--- src/rtl/ccc_pkg.sv ---
// Shared types for the configuration context cache controller.
package ccc_pkg;
    // Controller state: idle (accepting commands) or waiting on a load.
    typedef enum logic {
        ST_IDLE = 1'b0,
        ST_LOAD = 1'b1
    } ccc_state_e;
endpackage

--- src/rtl/ccc_tag_store.sv ---
// Tag store for the context slots.
// What it does: holds the function tag and valid bit of each slot, finds a
// hit for a lookup, keeps a recency age per slot (0 = most recent), and
// names the replacement slot.
// Victim rule: the lowest-index empty slot first; otherwise the oldest slot
// that is not the protected (active) slot.
// Assumes: ages start as a permutation and are only touched one slot per cycle.
module ccc_tag_store #(
    parameter int NUM_SLOTS = 4,
    parameter int ID_W      = 4,
    localparam int SLOT_W   = $clog2(NUM_SLOTS)
) (
    input  logic              clk,
    input  logic              rst_n,
    input  logic [ID_W-1:0]   lookup_id,
    input  logic              fill_en,
    input  logic [SLOT_W-1:0] fill_slot,
    input  logic [ID_W-1:0]   fill_id,
    input  logic              touch_en,
    input  logic [SLOT_W-1:0] touch_slot,
    input  logic              keep_valid,
    input  logic [SLOT_W-1:0] keep_slot,
    output logic              hit,
    output logic [SLOT_W-1:0] hit_slot,
    output logic [SLOT_W-1:0] victim_slot
);
    logic [ID_W-1:0]   tag_q [NUM_SLOTS];
    logic [SLOT_W-1:0] age_q [NUM_SLOTS];
    logic [NUM_SLOTS-1:0] vld_q;

    for (genvar g = 0; g < NUM_SLOTS; g++) begin : g_slot
        // Per-slot tag, valid and recency age update.
        always_ff @(posedge clk) begin
            if (!rst_n) begin
                vld_q[g] <= 1'b0;
                tag_q[g] <= '0;
                age_q[g] <= SLOT_W'(g);
            end else begin
                if (fill_en && fill_slot == SLOT_W'(g)) begin
                    vld_q[g] <= 1'b1;
                    tag_q[g] <= fill_id;
                end
                if (touch_en) begin
                    if (touch_slot == SLOT_W'(g)) begin
                        age_q[g] <= '0;
                    end else if (age_q[g] < age_q[touch_slot]) begin
                        age_q[g] <= age_q[g] + 1'b1;
                    end
                end
            end
        end
    end

    // Associative lookup of the requested function.
    always_comb begin
        hit      = 1'b0;
        hit_slot = '0;
        for (int i = 0; i < NUM_SLOTS; i++) begin
            if (!hit && vld_q[i] && tag_q[i] == lookup_id) begin
                hit      = 1'b1;
                hit_slot = SLOT_W'(i);
            end
        end
    end

    // Replacement choice: an empty slot first, then the oldest unprotected slot.
    always_comb begin
        logic              found;
        logic              have;
        logic [SLOT_W-1:0] best_age;
        found       = 1'b0;
        have        = 1'b0;
        best_age    = '0;
        victim_slot = '0;
        for (int i = 0; i < NUM_SLOTS; i++) begin
            if (!found && !vld_q[i]) begin
                found       = 1'b1;
                victim_slot = SLOT_W'(i);
            end
        end
        if (!found) begin
            for (int i = 0; i < NUM_SLOTS; i++) begin
                if (!(keep_valid && keep_slot == SLOT_W'(i)) &&
                    (!have || age_q[i] > best_age)) begin
                    have        = 1'b1;
                    best_age    = age_q[i];
                    victim_slot = SLOT_W'(i);
                end
            end
        end
    end
endmodule

--- src/rtl/ccc_op_timer.sv ---
// Operation cycle counter.
// What it does: loads a count at operation start and counts down to zero;
// busy is high while the count is nonzero. A start count of 0 loads 1.
// Assumes: start is only given when busy is low.
module ccc_op_timer #(
    parameter int CNT_W = 8
) (
    input  logic             clk,
    input  logic             rst_n,
    input  logic             start,
    input  logic [CNT_W-1:0] cycles,
    output logic             busy
);
    logic [CNT_W-1:0] cnt_q;

    // Load on start, otherwise count down to zero.
    always_ff @(posedge clk) begin
        if (!rst_n) begin
            cnt_q <= '0;
        end else if (start) begin
            cnt_q <= (cycles == '0) ? CNT_W'(1) : cycles;
        end else if (cnt_q != '0) begin
            cnt_q <= cnt_q - 1'b1;
        end
    end

    assign busy = (cnt_q != '0);
endmodule

--- src/rtl/ccc_ctrl.sv ---
// Configuration context cache controller (top).
// What it does: takes configure and operation-start commands from the
// processor. On a hit it switches the active slot; on a miss it requests a
// load into the chosen victim slot; it refuses out-of-range function numbers;
// and it stalls the processor during loads and multi-cycle operations.
// Assumes: the loader holds the slot contents; load_done is a single-cycle
// pulse given while load_req is high.
module ccc_ctrl
    import ccc_pkg::*;
#(
    parameter int NUM_SLOTS = 4,
    parameter int NUM_FUNCS = 14,
    parameter int ID_W      = 4,
    parameter int CNT_W     = 8,
    localparam int SLOT_W   = $clog2(NUM_SLOTS)
) (
    input  logic              clk,
    input  logic              rst_n,
    input  logic              cfg_req,
    input  logic [ID_W-1:0]   cfg_id,
    input  logic              op_start,
    input  logic [CNT_W-1:0]  op_cycles,
    input  logic              load_done,
    output logic              load_req,
    output logic [ID_W-1:0]   load_id,
    output logic [SLOT_W-1:0] load_slot,
    output logic              stall,
    output logic              active_valid,
    output logic [ID_W-1:0]   active_id,
    output logic [SLOT_W-1:0] active_slot,
    output logic              cfg_err
);
    ccc_state_e        st_q;
    logic [ID_W-1:0]   pend_id_q;
    logic [SLOT_W-1:0] pend_slot_q;
    logic [ID_W-1:0]   act_id_q;
    logic [SLOT_W-1:0] act_slot_q;
    logic              act_valid_q;
    logic              err_q;
    logic              busy;
    logic              tag_hit;
    logic [SLOT_W-1:0] hit_slot;
    logic [SLOT_W-1:0] victim_slot;
    logic              cfg_go;
    logic              op_go;
    logic              bad_id;
    logic              fill_en;
    logic              touch_en;

    assign stall    = (st_q == ST_LOAD) || busy;
    assign cfg_go   = cfg_req && !stall;
    assign op_go    = op_start && !stall && !cfg_req;
    assign bad_id   = (cfg_id >= ID_W'(NUM_FUNCS));
    assign fill_en  = (st_q == ST_LOAD) && load_done;
    assign touch_en = fill_en || (cfg_go && !bad_id && tag_hit);

    ccc_tag_store #(.NUM_SLOTS(NUM_SLOTS), .ID_W(ID_W)) u_tags (
        .clk         (clk),
        .rst_n       (rst_n),
        .lookup_id   (cfg_id),
        .fill_en     (fill_en),
        .fill_slot   (pend_slot_q),
        .fill_id     (pend_id_q),
        .touch_en    (touch_en),
        .touch_slot  (fill_en ? pend_slot_q : hit_slot),
        .keep_valid  (act_valid_q),
        .keep_slot   (act_slot_q),
        .hit         (tag_hit),
        .hit_slot    (hit_slot),
        .victim_slot (victim_slot)
    );

    ccc_op_timer #(.CNT_W(CNT_W)) u_timer (
        .clk    (clk),
        .rst_n  (rst_n),
        .start  (op_go),
        .cycles (op_cycles),
        .busy   (busy)
    );

    // Command sequencing: hit switch, miss load, error flag.
    always_ff @(posedge clk) begin
        if (!rst_n) begin
            st_q        <= ST_IDLE;
            pend_id_q   <= '0;
            pend_slot_q <= '0;
            act_id_q    <= '0;
            act_slot_q  <= '0;
            act_valid_q <= 1'b0;
            err_q       <= 1'b0;
        end else begin
            err_q <= cfg_go && bad_id;
            case (st_q)
                ST_IDLE: begin
                    if (cfg_go && !bad_id) begin
                        if (tag_hit) begin
                            act_slot_q  <= hit_slot;
                            act_id_q    <= cfg_id;
                            act_valid_q <= 1'b1;
                        end else begin
                            st_q        <= ST_LOAD;
                            pend_id_q   <= cfg_id;
                            pend_slot_q <= victim_slot;
                        end
                    end
                end
                ST_LOAD: begin
                    if (load_done) begin
                        st_q        <= ST_IDLE;
                        act_slot_q  <= pend_slot_q;
                        act_id_q    <= pend_id_q;
                        act_valid_q <= 1'b1;
                    end
                end
                default: st_q <= ST_IDLE;
            endcase
        end
    end

    assign load_req     = (st_q == ST_LOAD);
    assign load_id      = pend_id_q;
    assign load_slot    = pend_slot_q;
    assign active_valid = act_valid_q;
    assign active_id    = act_id_q;
    assign active_slot  = act_slot_q;
    assign cfg_err      = err_q;
endmodule

--- config.mk ---
export PLATFORM = sky130hd
export DESIGN_NAME = ccc_ctrl
export DESIGN_NICKNAME = d
export VERILOG_FILES = /design/src/rtl/ccc_pkg.sv /design/src/rtl/ccc_tag_store.sv /design/src/rtl/ccc_op_timer.sv /design/src/rtl/ccc_ctrl.sv
export SDC_FILE = /design/constraint.sdc
export NUM_CORES = 1
export LEC_CHECK = 0
export BUFFER_PORTS_ARGS = -buffer_cell sky130_fd_sc_hd__clkbuf_2
export CORE_MARGIN = 2
export CORE_UTILIZATION = 63
export DETAILED_ROUTE_END_ITERATION = 8
export MAX_ROUTING_LAYER = met4
export PLACE_DENSITY = 0.86
export SLEW_MARGIN = 40
export SYNTH_ARGS = -nofsm -noshare
export SYNTH_HDL_FRONTEND = slang
export SYNTH_SLANG_ARGS = --single-unit
export TNS_END_PERCENT = 10
--- constraint.sdc ---
create_clock -name clk -period 6.85 [get_ports clk]
set_input_delay 0.3425 -clock clk [delete_from_list [all_inputs] [get_ports clk]]
set_output_delay 0.3425 -clock clk [all_outputs]
set_load 0.01 [all_outputs]
==> results.md <==
Status:
- The flow ran to the end, and the final reports show no timing, DRC or antenna violations.

Timing:
- The number of pins with negative max-slew slack in the final report came to 0.
- Setup repair after global routing left no endpoint under its margin.
- The worst slew slack as a fraction of its limit is a little under half.
- Setup slack on the critical path of the routed design comes to around 2800 ps.
- The final setup skew is about 10 ps.
- Static timing analysis puts the maximum clock frequency at between 0.2 and 0.25 GHz.
- Hold timing on the final database bottoms out at a slack of 260.5 ps.
- The setup TNS after final layout is 0 ps.
- The slew at the pin closest to its max-slew limit is roughly 790 ps.
- The final number of hold-violating endpoints is 0.
- In the finished design, the share of the clock period the worst path needs comes to 59.00%.
- The post-layout minimum cycle time is slightly above 4000 ps.
- Setup violations remaining at the end of the flow were counted as 0.

Floorplanning:
- The die width is around 73 um.
- The overall die area is 0.005389 sq mm.
- The initial cell density of the core is between 60% and 70%.
- For this design the top-level I/O count stands at 33.
- From bottom edge to top edge, the die measures roughly 73 um.
- Row generation in the floorplan step produced 25 rows.
- The floorplan step defined a core boundary enclosing around 0.0047 sq mm.

Drt:
- The detailed-route wire length is about 6400 um.
- The length of routed met2 wiring is between 2000 and 3000 um.
- After detailed routing, the met3 layer carries around 440 um of wire.
- The average wire length per cell after detail routing is between 15 and 20 um.
- The routed layout has between 2k and 2.5k vias.
- In the routed design, unresolved DRC markers number 0.
- The top metal layer carrying routed signals is met4.
- The number of optimization iterations in the first detailed-route pass is 4.
- The per-cell via count in the routed design is roughly 6.1.
- The detail route stage leaves a number of antenna-violating nets equal to 0.
- In the final routing, the length of wire on met1 measures a little under 3000 um.
- The iteration-0 DRC count of the detailed router is roughly 250.

Cells and area:
- The net count reported at finish is ~370.
- Summing all multi-input logic gate instances after layout gives about 0.0016 sq mm.
- The finished cells cover ~0.0033 sq mm.
- The filler cells instantiated in the layout total about 370.
- The number of diodes is 0.
- Excluding fillers, the count of instances in the completed layout stands at 400.
- The area taken by flip-flops and latches is 0.001261 sq mm.
- The proportion of layout cells with a drive suffix above 1 is approximately 16%.
- From synthesis to final layout, the design area changed by 7.791%.
- For this run, the share of the core covered by cells in the final layout is a little over two thirds.

Clock network:
- After clock tree synthesis, the clock-pin slew on the worst setup and hold paths is roughly 110 ps.
- The clock tree buffer depth is 2.
- The number of buffers added to fix hold violations after cts is 0.
- The number of H-tree levels is 2.
- In this run, CTS created clock tree buffers numbering 5.
- The master cell of the clock root buffer is sky130_fd_sc_hd__clkbuf_8.
- The number of sinks on the clock net is 51.
- TritonCTS built the clock tree.
- Post-CTS repair changed the size of 0 cells.
- The post-CTS setup-driven buffer insertion count is 0.
- The clock latency on the worst-skew pair is 320 ps.

Placed design:
- The count of input and output buffers is 32.
- The number of placed instances, taps included, is ~390.
- At the end of routability-driven placement, the weighted congestion stood at 0.9780.
- The instance area after placement is roughly 0.0032 sq mm.
- At the placement stage, the worst setup path has a slack of 2968 ps.
- The final HPWL from detailed placement is approximately 4600 um.

Critical path:
- The worst setup path is launched from a flip-flop.
- The worst setup path is captured at a flip-flop.
- Data arrives at the worst endpoint at between 4000 and 5000 ps.
- The minimum setup slack among reg-to-reg paths is around 2800 ps.
- The maximum net fanout on the critical path is 6.
- The type of the setup path with the least slack is reg -> reg.
- The required time of the worst setup path is 7080 ps.

Global routing:
- Entering global routing, the biggest net connects 27 pins.
- The initial antenna violation count came to 0.
- The combined global-route utilization of all metal layers is about a quarter.
- Summed over all layers, the global routing overflow is 0.
- The wire length of the first global-routing pass is between 10,000 and 15,000 um.
- The via count of the first global-routing pass was 2,292.

Synthesis:
- Summing the sequential cell areas from Yosys gives about two fifths of the chip area.
- The mapped netlist covers a little over 0.003 sq mm.
- The synthesized netlist net count is 351.
- Yosys mapped a number of flops with a built-in enable equal to 24.
- Summed over its instances, the top area cell type makes up around a quarter of the synthesized netlist area.
- In the post-synthesis netlist, the biggest area contributors are sky130_fd_sc_hd__edfxtp_1, sky130_fd_sc_hd__dfxtp_1, sky130_fd_sc_hd__mux2i_1.
- The cell count after synthesis came out at 323.
- The synthesized design spends more area on one cell type than any other, namely sky130_fd_sc_hd__edfxtp_1.
- After synthesis, the netlist uses 54 different library cells.
- Counting flops and latches in the post-synthesis netlist gives 51.
- The total of warnings raised by yosys is 0.
- Of all flip-flops after synthesis, the portion carrying an async set or reset was 0%.
- The average instance in the mapped netlist occupies around 9.4 sq um.
- Among all flip-flop cells after synthesis, the most frequent one is sky130_fd_sc_hd__dfxtp_1.

Power:
- Power spread over the standard cell area amounts to between 200 and 300 mW/mm^2.
- Total power for the finished layout comes to around 870 uW.
- The analysis attributes to cell leakage a power of 1.275 nW.
- VDD sags by at most roughly 0.00020 V.

Worst hold path:
- The class of the worst hold path is in -> reg.

Run:
- The number of max-capacitance violations reported is 0.
==> registers in the layout, summed over array words and instances, names as in the netlist <==
name and count:
u_tags.tag_q 16, load_id 4, active_valid 1, load_req 1
load_slot 2, active_slot 2, active_id 4, u_tags.vld_q 4
u_timer.cnt_q 8, cfg_err 1, u_tags.age_q 8
==> worst max-delay path: stages (launching register included) <==
cell                       delay, ps
sky130_fd_sc_hd__dfxtp_1         440
sky130_fd_sc_hd__nand3b_1        160
sky130_fd_sc_hd__and2_1          190
sky130_fd_sc_hd__ha_1            270
sky130_fd_sc_hd__a221o_1         320
sky130_fd_sc_hd__nand2_1         140
sky130_fd_sc_hd__mux2i_1         260
sky130_fd_sc_hd__ha_1            280
sky130_fd_sc_hd__a21oi_1         130
sky130_fd_sc_hd__a21oi_1          50
sky130_fd_sc_hd__o21ai_0         210
sky130_fd_sc_hd__mux2_2          400
sky130_fd_sc_hd__ha_1            190
sky130_fd_sc_hd__inv_1            50
sky130_fd_sc_hd__a21oi_1          50
sky130_fd_sc_hd__a21oi_1         180
sky130_fd_sc_hd__a221oi_1        110
sky130_fd_sc_hd__o21ai_0         250
sky130_fd_sc_hd__nand3_1         120
sky130_fd_sc_hd__a21oi_1         160
==> worst paths after layout <==
kind	from	to	cells after the start
setup / recovery	active_valid	load_slot[0]	19
hold reg to reg	u_tags.vld_q[3]	u_tags.vld_q[3]	2
setup reg to reg	active_valid	load_slot[0]	19
hold / removal	op_cycles[6]	u_timer.cnt_q[6]	3
==> metal layers <==
layer	vias to the layer above	global-route usage [%]
li1	1201	-
met1	1138	36.87
met2	87	39.64
met3	11	5.624
met4	0	6.667
met5	-	-
==> cell type report <==
| type | instances | share of cell area, % |
|---|---|---|
| clock buffers | 5 | 2.103 |
| clock inverters | 3 | 0.9560 |
| inverters | 17 | 1.950 |
| multi-input cells | 238 | 49.48 |
| flip-flops and latches | 51 | 38.55 |
| well taps | 54 | 2.065 |
| repair buffers | 32 | 4.895 |
==> where the power goes <==
part	internal, mW	total (mW)	leakage, nW	switching [mW]
Combinational	0.123	0.284	0.769	0.160
Clock	0.0786	0.194	0.0526	0.115
Sequential	0.353	0.395	0.454	0.0416
==> synth_stat cells, drive strengths merged, types with 3 or more instances <==
cell,count
buf,8
edfxtp,24
nor3,14
nand2b,3
mux2,4
nor4b,3
a211oi,6
or3,3
inv,16
o21ai,14
nor2,34
dfxtp,27
a221o,4
nor4,4
and3,3
xnor2,7
and2,20
mux2i,14
ha,11
o311ai,3
nand3,9
a221oi,3
nand2,26
xor2,15
clkbuf,9
a21oi,14
==> kinds of logic (layout without fill, tap and decap cells) <==
family	after synthesis	after routing	share of synthesized area, %
xor gates and xnor gates	22	22	6.348
adders and majority gates	11	11	4.534
buffers and inverters	34	57	5.111
muxes	18	18	6.100
and+or+nand+nor	127	127	22.59
AOI/OAI and AO/OA	60	60	13.77
DFF	51	51	41.55
==> cell usage in the layout, fill, tap and decap left out, drive strengths merged, types with 3 or more instances in the layout <==
cell / Yosys / final
nor4: 4 / 4
a21oi: 14 / 14
nand2b: 3 / 3
a221oi: 3 / 3
nand3: 9 / 9
inv: 16 / 19
mux2: 4 / 4
and2: 20 / 20
ha: 11 / 11
nor3: 14 / 14
or3: 3 / 3
edfxtp: 24 / 24
mux2i: 14 / 14
o311ai: 3 / 3
a221o: 4 / 4
xnor2: 7 / 7
nor2: 34 / 34
nor4b: 3 / 3
a211oi: 6 / 6
nand2: 26 / 26
dfxtp: 27 / 27
and3: 3 / 3
o21ai: 14 / 14
clkbuf: 9 / 37
xor2: 15 / 15
No activity file was read; power rests on OpenSTA's default activity.
